`config.mk`:
```
export PLATFORM = sky130hd
export DESIGN_NAME = split_carry_accum
export DESIGN_NICKNAME = d
export VERILOG_FILES = /design/src/rtl/sca_pkg.sv /design/src/rtl/sca_low_accum.sv /design/src/rtl/sca_high_counter.sv /design/src/rtl/sca_dump_reg.sv /design/src/rtl/split_carry_accum.sv
export SDC_FILE = /design/constraint.sdc
export NUM_CORES = 1
export LEC_CHECK = 0
export ABC_AREA = 1
export BUFFER_PORTS_ARGS = -buffer_cell sky130_fd_sc_hd__buf_2
export CORE_ASPECT_RATIO = 1.5
export CORE_MARGIN = 5
export CORE_UTILIZATION = 37
export CTS_BUF_LIST = sky130_fd_sc_hd__clkbuf_16
export DETAILED_ROUTE_END_ITERATION = 10
export PLACE_DENSITY = 0.54
export SLEW_MARGIN = 10
export SYNTH_ARGS = -nofsm -noshare
export SYNTH_HDL_FRONTEND = slang
export SYNTH_SLANG_ARGS = --single-unit
export TNS_END_PERCENT = 5
```
`constraint.sdc`:
```
create_clock -name clk -period 5.2 [get_ports clk]
set_input_delay 0.52 -clock clk [delete_from_list [all_inputs] [get_ports clk]]
set_output_delay 0.52 -clock clk [all_outputs]
set_load 0.05 [all_outputs]
```
`src/rtl/sca_pkg.sv`:
```
// Package: shared widths and the carry-step encoding used between the
// low accumulator and the high counter of the split-carry accumulator.
package sca_pkg;
    localparam int SCA_IN_W   = 3;   // signed sample width
    localparam int SCA_LOW_W  = 3;   // low register width
    localparam int SCA_HIGH_W = 13;  // high counter width

    // Step request from the low adder to the high counter.
    typedef enum logic [1:0] {
        STEP_NONE = 2'b00,
        STEP_UP   = 2'b01,
        STEP_DN   = 2'b11
    } step_e;
endpackage

```
`src/rtl/sca_low_accum.sv`:
```
// Module: sca_low_accum
// Holds the low LOW_W bits of the running total. Each accepted signed
// sample is added after sign extension. The two bits above the low field
// of the widened sum encode the step for the high counter (-1, 0, +1).
// Assumes IN_W <= LOW_W + 1, so one sample never needs more than one step.
module sca_low_accum
    import sca_pkg::*;
#(
    parameter int IN_W  = SCA_IN_W,
    parameter int LOW_W = SCA_LOW_W
) (
    input  logic             clk,
    input  logic             rst_n,
    input  logic             smp_valid,
    input  logic [IN_W-1:0]  smp_data,
    input  logic             clr,
    output logic [LOW_W-1:0] lo,
    output logic [LOW_W-1:0] lo_next,
    output step_e            step
);
    localparam int EXT_W = LOW_W + 2;

    logic [EXT_W-1:0] smp_ext;
    logic [EXT_W-1:0] wide_sum;
    logic [1:0]       top_bits;

    // Widen the sample and the register, then add them.
    always_comb begin
        smp_ext  = {{(EXT_W-IN_W){smp_data[IN_W-1]}}, smp_data};
        wide_sum = {2'b00, lo} + smp_ext;
        top_bits = wide_sum[EXT_W-1 -: 2];
    end

    // Choose the next low value and the step request for the counter.
    always_comb begin
        lo_next = lo;
        step    = STEP_NONE;
        if (smp_valid) begin
            lo_next = wide_sum[LOW_W-1:0];
            if (top_bits == 2'b01) begin
                step = STEP_UP;
            end else if (top_bits == 2'b11) begin
                step = STEP_DN;
            end
        end
    end

    // Low register: clears on reset and on a dump.
    always_ff @(posedge clk) begin
        if (!rst_n || clr) begin
            lo <= '0;
        end else begin
            lo <= lo_next;
        end
    end

    AST_LO_IDLE: assert property (@(posedge clk) disable iff (!rst_n)
        (!smp_valid && !clr) |=> $stable(lo));
endmodule

```
`src/rtl/sca_high_counter.sv`:
```
// Module: sca_high_counter
// Holds the upper HIGH_W bits of the running total as an up/down counter.
// It moves only on a step request, so its bits toggle rarely.
// Assumes step is STEP_NONE whenever no sample is accepted.
module sca_high_counter
    import sca_pkg::*;
#(
    parameter int HIGH_W = SCA_HIGH_W
) (
    input  logic              clk,
    input  logic              rst_n,
    input  step_e             step,
    input  logic              clr,
    output logic [HIGH_W-1:0] hi,
    output logic [HIGH_W-1:0] hi_next
);
    // Work out the counter value after this cycle's step.
    always_comb begin
        case (step)
            STEP_UP: hi_next = hi + 1'b1;
            STEP_DN: hi_next = hi - 1'b1;
            default: hi_next = hi;
        endcase
    end

    // Counter register: clears on reset and on a dump.
    always_ff @(posedge clk) begin
        if (!rst_n || clr) begin
            hi <= '0;
        end else begin
            hi <= hi_next;
        end
    end

    AST_HI_ONE_STEP: assert property (@(posedge clk) disable iff (!rst_n)
        (!clr) |=> ((hi == $past(hi)) || (hi == $past(hi) + 1'b1)
                    || (hi == $past(hi) - 1'b1)));
    AST_HI_IDLE: assert property (@(posedge clk) disable iff (!rst_n)
        (!clr && step == STEP_NONE) |=> $stable(hi));
endmodule

```
`src/rtl/sca_dump_reg.sv`:
```
// Module: sca_dump_reg
// Captures the joined total on a dump and flags it for one cycle.
// Holds the captured value until the next dump.
module sca_dump_reg #(
    parameter int OUT_W = 16
) (
    input  logic             clk,
    input  logic             rst_n,
    input  logic             dump,
    input  logic [OUT_W-1:0] total,
    output logic [OUT_W-1:0] acc_out,
    output logic             acc_valid
);
    // Output register and its one-cycle valid flag.
    always_ff @(posedge clk) begin
        if (!rst_n) begin
            acc_out   <= '0;
            acc_valid <= 1'b0;
        end else begin
            acc_valid <= dump;
            if (dump) begin
                acc_out <= total;
            end
        end
    end

    AST_OUT_PULSE: assert property (@(posedge clk) disable iff (!rst_n)
        dump |=> acc_valid);
    AST_OUT_QUIET: assert property (@(posedge clk) disable iff (!rst_n)
        !dump |=> !acc_valid);
    AST_OUT_HOLD: assert property (@(posedge clk) disable iff (!rst_n)
        !dump |=> $stable(acc_out));
endmodule

```
`src/rtl/split_carry_accum.sv`:
```
// Module: split_carry_accum (top)
// Integrate-and-dump accumulator. The sum is split into a small adder for
// the low bits and a carry-driven counter for the high bits. A dump
// releases {counter, low} including any sample accepted in the same cycle,
// then restarts from zero. Overflow wraps silently.
module split_carry_accum
    import sca_pkg::*;
#(
    parameter int IN_W   = SCA_IN_W,
    parameter int LOW_W  = SCA_LOW_W,
    parameter int HIGH_W = SCA_HIGH_W
) (
    input  logic                     clk,
    input  logic                     rst_n,
    input  logic                     smp_valid,
    input  logic [IN_W-1:0]          smp_data,
    input  logic                     dump,
    output logic [HIGH_W+LOW_W-1:0]  acc_out,
    output logic                     acc_valid
);
    localparam int SUM_W = HIGH_W + LOW_W;

    logic [LOW_W-1:0]  lo_q;
    logic [LOW_W-1:0]  lo_d;
    logic [HIGH_W-1:0] hi_q;
    logic [HIGH_W-1:0] hi_d;
    logic [SUM_W-1:0]  joined;
    step_e             carry_step;

    sca_low_accum #(.IN_W(IN_W), .LOW_W(LOW_W)) u_low (
        .clk       (clk),
        .rst_n     (rst_n),
        .smp_valid (smp_valid),
        .smp_data  (smp_data),
        .clr       (dump),
        .lo        (lo_q),
        .lo_next   (lo_d),
        .step      (carry_step)
    );

    sca_high_counter #(.HIGH_W(HIGH_W)) u_high (
        .clk     (clk),
        .rst_n   (rst_n),
        .step    (carry_step),
        .clr     (dump),
        .hi      (hi_q),
        .hi_next (hi_d)
    );

    // Join the post-sample halves so a coincident sample is included.
    always_comb begin
        joined = {hi_d, lo_d};
    end

    sca_dump_reg #(.OUT_W(SUM_W)) u_dump (
        .clk       (clk),
        .rst_n     (rst_n),
        .dump      (dump),
        .total     (joined),
        .acc_out   (acc_out),
        .acc_valid (acc_valid)
    );

    AST_CLEAR_ON_DUMP: assert property (@(posedge clk) disable iff (!rst_n)
        dump |=> (hi_q == '0 && lo_q == '0));
endmodule

```
==> run metrics <==
post-CTS sizing=0; Worst R2R Setup Slack=2170 ps; post-layout net count=352; slowest cell on the critical path=sky130_fd_sc_hd__fa_1; compound-cell area share of the yosys netlist=9.33%; worst-case hold path end point=u_dump.acc_out[12]; wirelength, routed=5.39 mm; critical path buffer and inverter count=3; count of unresolved DRC violations after routing=0; synth warn=0; worst hold-check slack=446 ps; global-route layer with the greatest usage=met2; vias in the first global route=1,925; DP Wirelength=4.05 mm; worst path arrival time=3250 ps; crit-path max cell delay=410 ps; final period utilization=59.1%; clock insertion delay at the later pin of the skew report=280 ps; Hold Crit Start=u_dump.acc_out[12]; first-pass detailed-route iteration total=5; CTS buffer count=5; transition time at the pin with the least slew margin=827 ps; setup repair after global routing missed its margin=false; Worst Path Required=5370 ps; area share of and/or/nand/nor cells after synthesis=42.1%; vias=2,010; post-synthesis share of cell area spent on xor and xnor gates=2.50%; number of design-rule violations left by the first detailed-router iteration=164; area grow syn2layout=12.9%; maximum vdd ir drop=201 uV; chip height=102 um; antenna violations before repair=0; path type of the worst min-delay path=flop to flop; Global Route met3 Usage=3.15%; source of the worst register-to-register timing path=u_low.lo[0]; ys flop type=sky130_fd_sc_hd__dfxtp_1; number of cell rows=33; area share of the largest cell type after synthesis=31.4%; Final setup viols=0; met1 track demand over resource in global routing=18.6%; overall routing resource usage=16.6%; clock period minus final worst setup slack=3070 ps; proportion of synthesized flip-flops having asynchronous set or reset=0%; cell types with the highest counts after synthesis=sky130_fd_sc_hd__nand2_1 (115), sky130_fd_sc_hd__dfxtp_1 (33), sky130_fd_sc_hd__nor2_1 (29); cell count after synthesis=320; count of buffers inserted at the top-level ports=23; final number of hold-violating endpoints=0; post-synthesis net count=333; distinct cell type count of the synthesized netlist=30; global-route wire length before repair=9.36 mm; sequential element share of the synthesized area=31.4%; buffer type at the clock tree root=sky130_fd_sc_hd__clkbuf_16; Post-CTS Repair Setup Buffers=0; post-synth design cell area=0.00211 mm2; cell accounting for the most synthesized area=sky130_fd_sc_hd__dfxtp_1; library cell appearing most often on the critical path=sky130_fd_sc_hd__nand2_1; CTS tree=built; share of post-route cells with drive strength above 1=17.9%; # clock sinks=33; Max clock buf depth=2; clk_skew=5.70 ps; fill cell total of the finished layout=628; maximum fanout count along the critical path=21; ranking of synthesized cells by area=sky130_fd_sc_hd__dfxtp_1 (31%), sky130_fd_sc_hd__nand2_1 (20%), sky130_fd_sc_hd__nand3_1 (6.7%); final number of max-transition violations=0; outcome=completed; number of synthesized flops with an enable pin=0; post-layout utilization of the core=43.3%; power density of the placed cells=290 mW/mm2; Post-DRT Antenna Nets=0; post-synthesis mux area share=0.951%; die boundary width=71.6 um; Achievable Freq=326 MHz; cell family with the largest share of critical-path delay=simple AND/OR/NAND/NOR gates; share of synthesized cell area in full adder, half adder and majority cells=3.92%; Antenna diodes=0; Final Wtd Congestion=0.870; wire length per cell after detailed routing=13.1 um; cell with the most instances after synthesis=sky130_fd_sc_hd__nand2_1; total of hold buffers inserted after clock tree synthesis=0; largest net degree at the start of global routing=22; core area=0.00549 mm2; worst relative slew slack=44.8%; startpoint type of the worst setup path=input port; largest family of logic cells by synthesized area=simple AND/OR/NAND/NOR gates; H-tree lvl count=2; total global routing overflow=0; summed negative setup slack over all endpoints=0 ps; post-synthesis sequential element count=33; I/O pin count=24; Lkg Pwr=0.00117 uW; met2 track utilization from global routing=29.2%; starting density of the core=38.3%; cell-by-cell listing of the critical path=buf_2 > ha_1 > fa_1 > nand2_1 > nand2_1 > nand2_1 > nand2_4 > nor2_4 > nand2_2 > nand2_1 > inv_2 > ha_1 > inv_1 > nand2_2 > nand3_2 > nand2_1 > nand3_1 > nand2_1 > nand2_1 > nand3_1 > nand3_1 > nand2_1; type of the worst setup path=input port to flop; ratio of routed vias to standard cells=4.90; Register-to-Register Path Depth=21; Die Area=0.00733 mm2; R2R Path End=u_dump.acc_out[15]; hold depth=2; Clk pin slew, worst setup/hold paths=50 ps; crit end category=flop; average instance area after synthesis=6.58 um2; maxcap violations=0
-- cell type report --
type / instances / area (um2) / area share, %
flip-flops and latches: 33 / 661 / 27.8
clock buffers: 5 / 125 / 5.26
repair buffers: 24 / 123 / 5.16
well taps: 70 / 87.6 / 3.68
inverters: 34 / 130 / 5.47
multi-input cells: 241 / 1240 / 52.1
clock inverters: 3 / 13.8 / 0.579
-- where the power goes --
| group | internal [uW] | switching [uW] |
|---|---|---|
| Sequential | 265 | 10.4 |
| Clock | 174 | 112 |
| Combinational | 35.8 | 92.5 |
| Total | 475 | 215 |
-- through the flow --
stage	cell area, um2	total power, uW	instances	setup slack [ps]
floorplan	2110	383	320	2330
global placement	2240	410	402	1860
detailed placement	2240	410	402	1860
CTS	2380	700	410	2130
global route	2380	727	410	1830
finish	2380	689	410	2130
-- layer usage --
metal,vias to the layer above,wire length [um]
met1,910,2240
met2,37,2770
li1,1048,-
met5,-,0
met4,0,186
met3,15,192
-- flip-flops by register name, summed over array words and instances, names as in the netlist --
| signal | flops |
|---|---|
| u_low.lo | 3 |
| u_dump.acc_valid | 1 |
| u_high.hi | 13 |
| u_dump.acc_out | 16 |
-- how the worst max path moves through the flow --
stage,start,endpoint,slack (ps),cells past startpoint
after floorplan,smp_data[0],u_dump.acc_out[15],2330,24
after global placement,smp_data[0],u_high.hi[8],1860,22
after detailed placement,smp_data[0],u_dump.acc_out[15],1860,22
after CTS,smp_data[0],u_high.hi[8],2130,22
after global routing,smp_data[0],u_dump.acc_out[15],1830,22
final,smp_data[0],u_dump.acc_out[15],2130,22
-- worst reg2reg max path, stage by stage, from the launching register on --
cell and delay, ps:
sky130_fd_sc_hd__dfxtp_1 310, sky130_fd_sc_hd__ha_1 200, sky130_fd_sc_hd__fa_1 410, sky130_fd_sc_hd__nand2_1 120
sky130_fd_sc_hd__nand2_1 60, sky130_fd_sc_hd__nand2_1 90, sky130_fd_sc_hd__nand2_4 80, sky130_fd_sc_hd__nor2_4 400
sky130_fd_sc_hd__nand2_2 110, sky130_fd_sc_hd__nand2_1 90, sky130_fd_sc_hd__inv_2 40, sky130_fd_sc_hd__ha_1 160
sky130_fd_sc_hd__inv_1 60, sky130_fd_sc_hd__nand2_2 70, sky130_fd_sc_hd__nand3_2 80, sky130_fd_sc_hd__nand2_1 120
sky130_fd_sc_hd__nand3_1 130, sky130_fd_sc_hd__nand2_1 70, sky130_fd_sc_hd__nand2_1 70, sky130_fd_sc_hd__nand3_1 100
sky130_fd_sc_hd__nand3_1 100, sky130_fd_sc_hd__nand2_1 60
-- cell usage in the layout (no fill, tap or decap) --
cell type / netlist / routed
sky130_fd_sc_hd__nor2_1: 29 / 29
sky130_fd_sc_hd__xor2_1: 3 / 3
sky130_fd_sc_hd__nand2_1: 115 / 115
sky130_fd_sc_hd__mux2i_1: 2 / 2
sky130_fd_sc_hd__inv_1: 26 / 27
sky130_fd_sc_hd__dfxtp_1: 33 / 33
sky130_fd_sc_hd__nand3_2: 3 / 3
sky130_fd_sc_hd__nand2_4: 2 / 2
sky130_fd_sc_hd__o21ai_0: 8 / 8
sky130_fd_sc_hd__clkbuf_16: 0 / 5
sky130_fd_sc_hd__buf_4: 0 / 1
sky130_fd_sc_hd__nand4_4: 1 / 1
sky130_fd_sc_hd__o21ai_2: 1 / 1
sky130_fd_sc_hd__ha_1: 5 / 5
sky130_fd_sc_hd__clkinv_2: 0 / 2
sky130_fd_sc_hd__inv_4: 1 / 1
sky130_fd_sc_hd__nand2_2: 11 / 11
sky130_fd_sc_hd__o211ai_1: 3 / 3
sky130_fd_sc_hd__o41ai_1: 8 / 8
sky130_fd_sc_hd__fa_1: 1 / 1
sky130_fd_sc_hd__nor2_4: 1 / 1
sky130_fd_sc_hd__o21ai_1: 10 / 10
sky130_fd_sc_hd__inv_2: 6 / 6
sky130_fd_sc_hd__nand3b_1: 2 / 2
sky130_fd_sc_hd__nand3_4: 1 / 1
sky130_fd_sc_hd__nand3_1: 28 / 28
sky130_fd_sc_hd__buf_2: 2 / 23
sky130_fd_sc_hd__clkinv_1: 1 / 1
sky130_fd_sc_hd__nor2_2: 3 / 3
sky130_fd_sc_hd__a21oi_1: 1 / 1
sky130_fd_sc_hd__xnor2_1: 3 / 3
-- logic make-up after synthesis --
family,count (synthesis)
buffers and inverters,46
xor gates and xnor gates,6
and+or+nand+nor,196
muxes,2
AOI/OAI and AO/OA,31
DFF,33
adders and majority gates,6
Note: power is estimated with default switching activity, not from simulation.
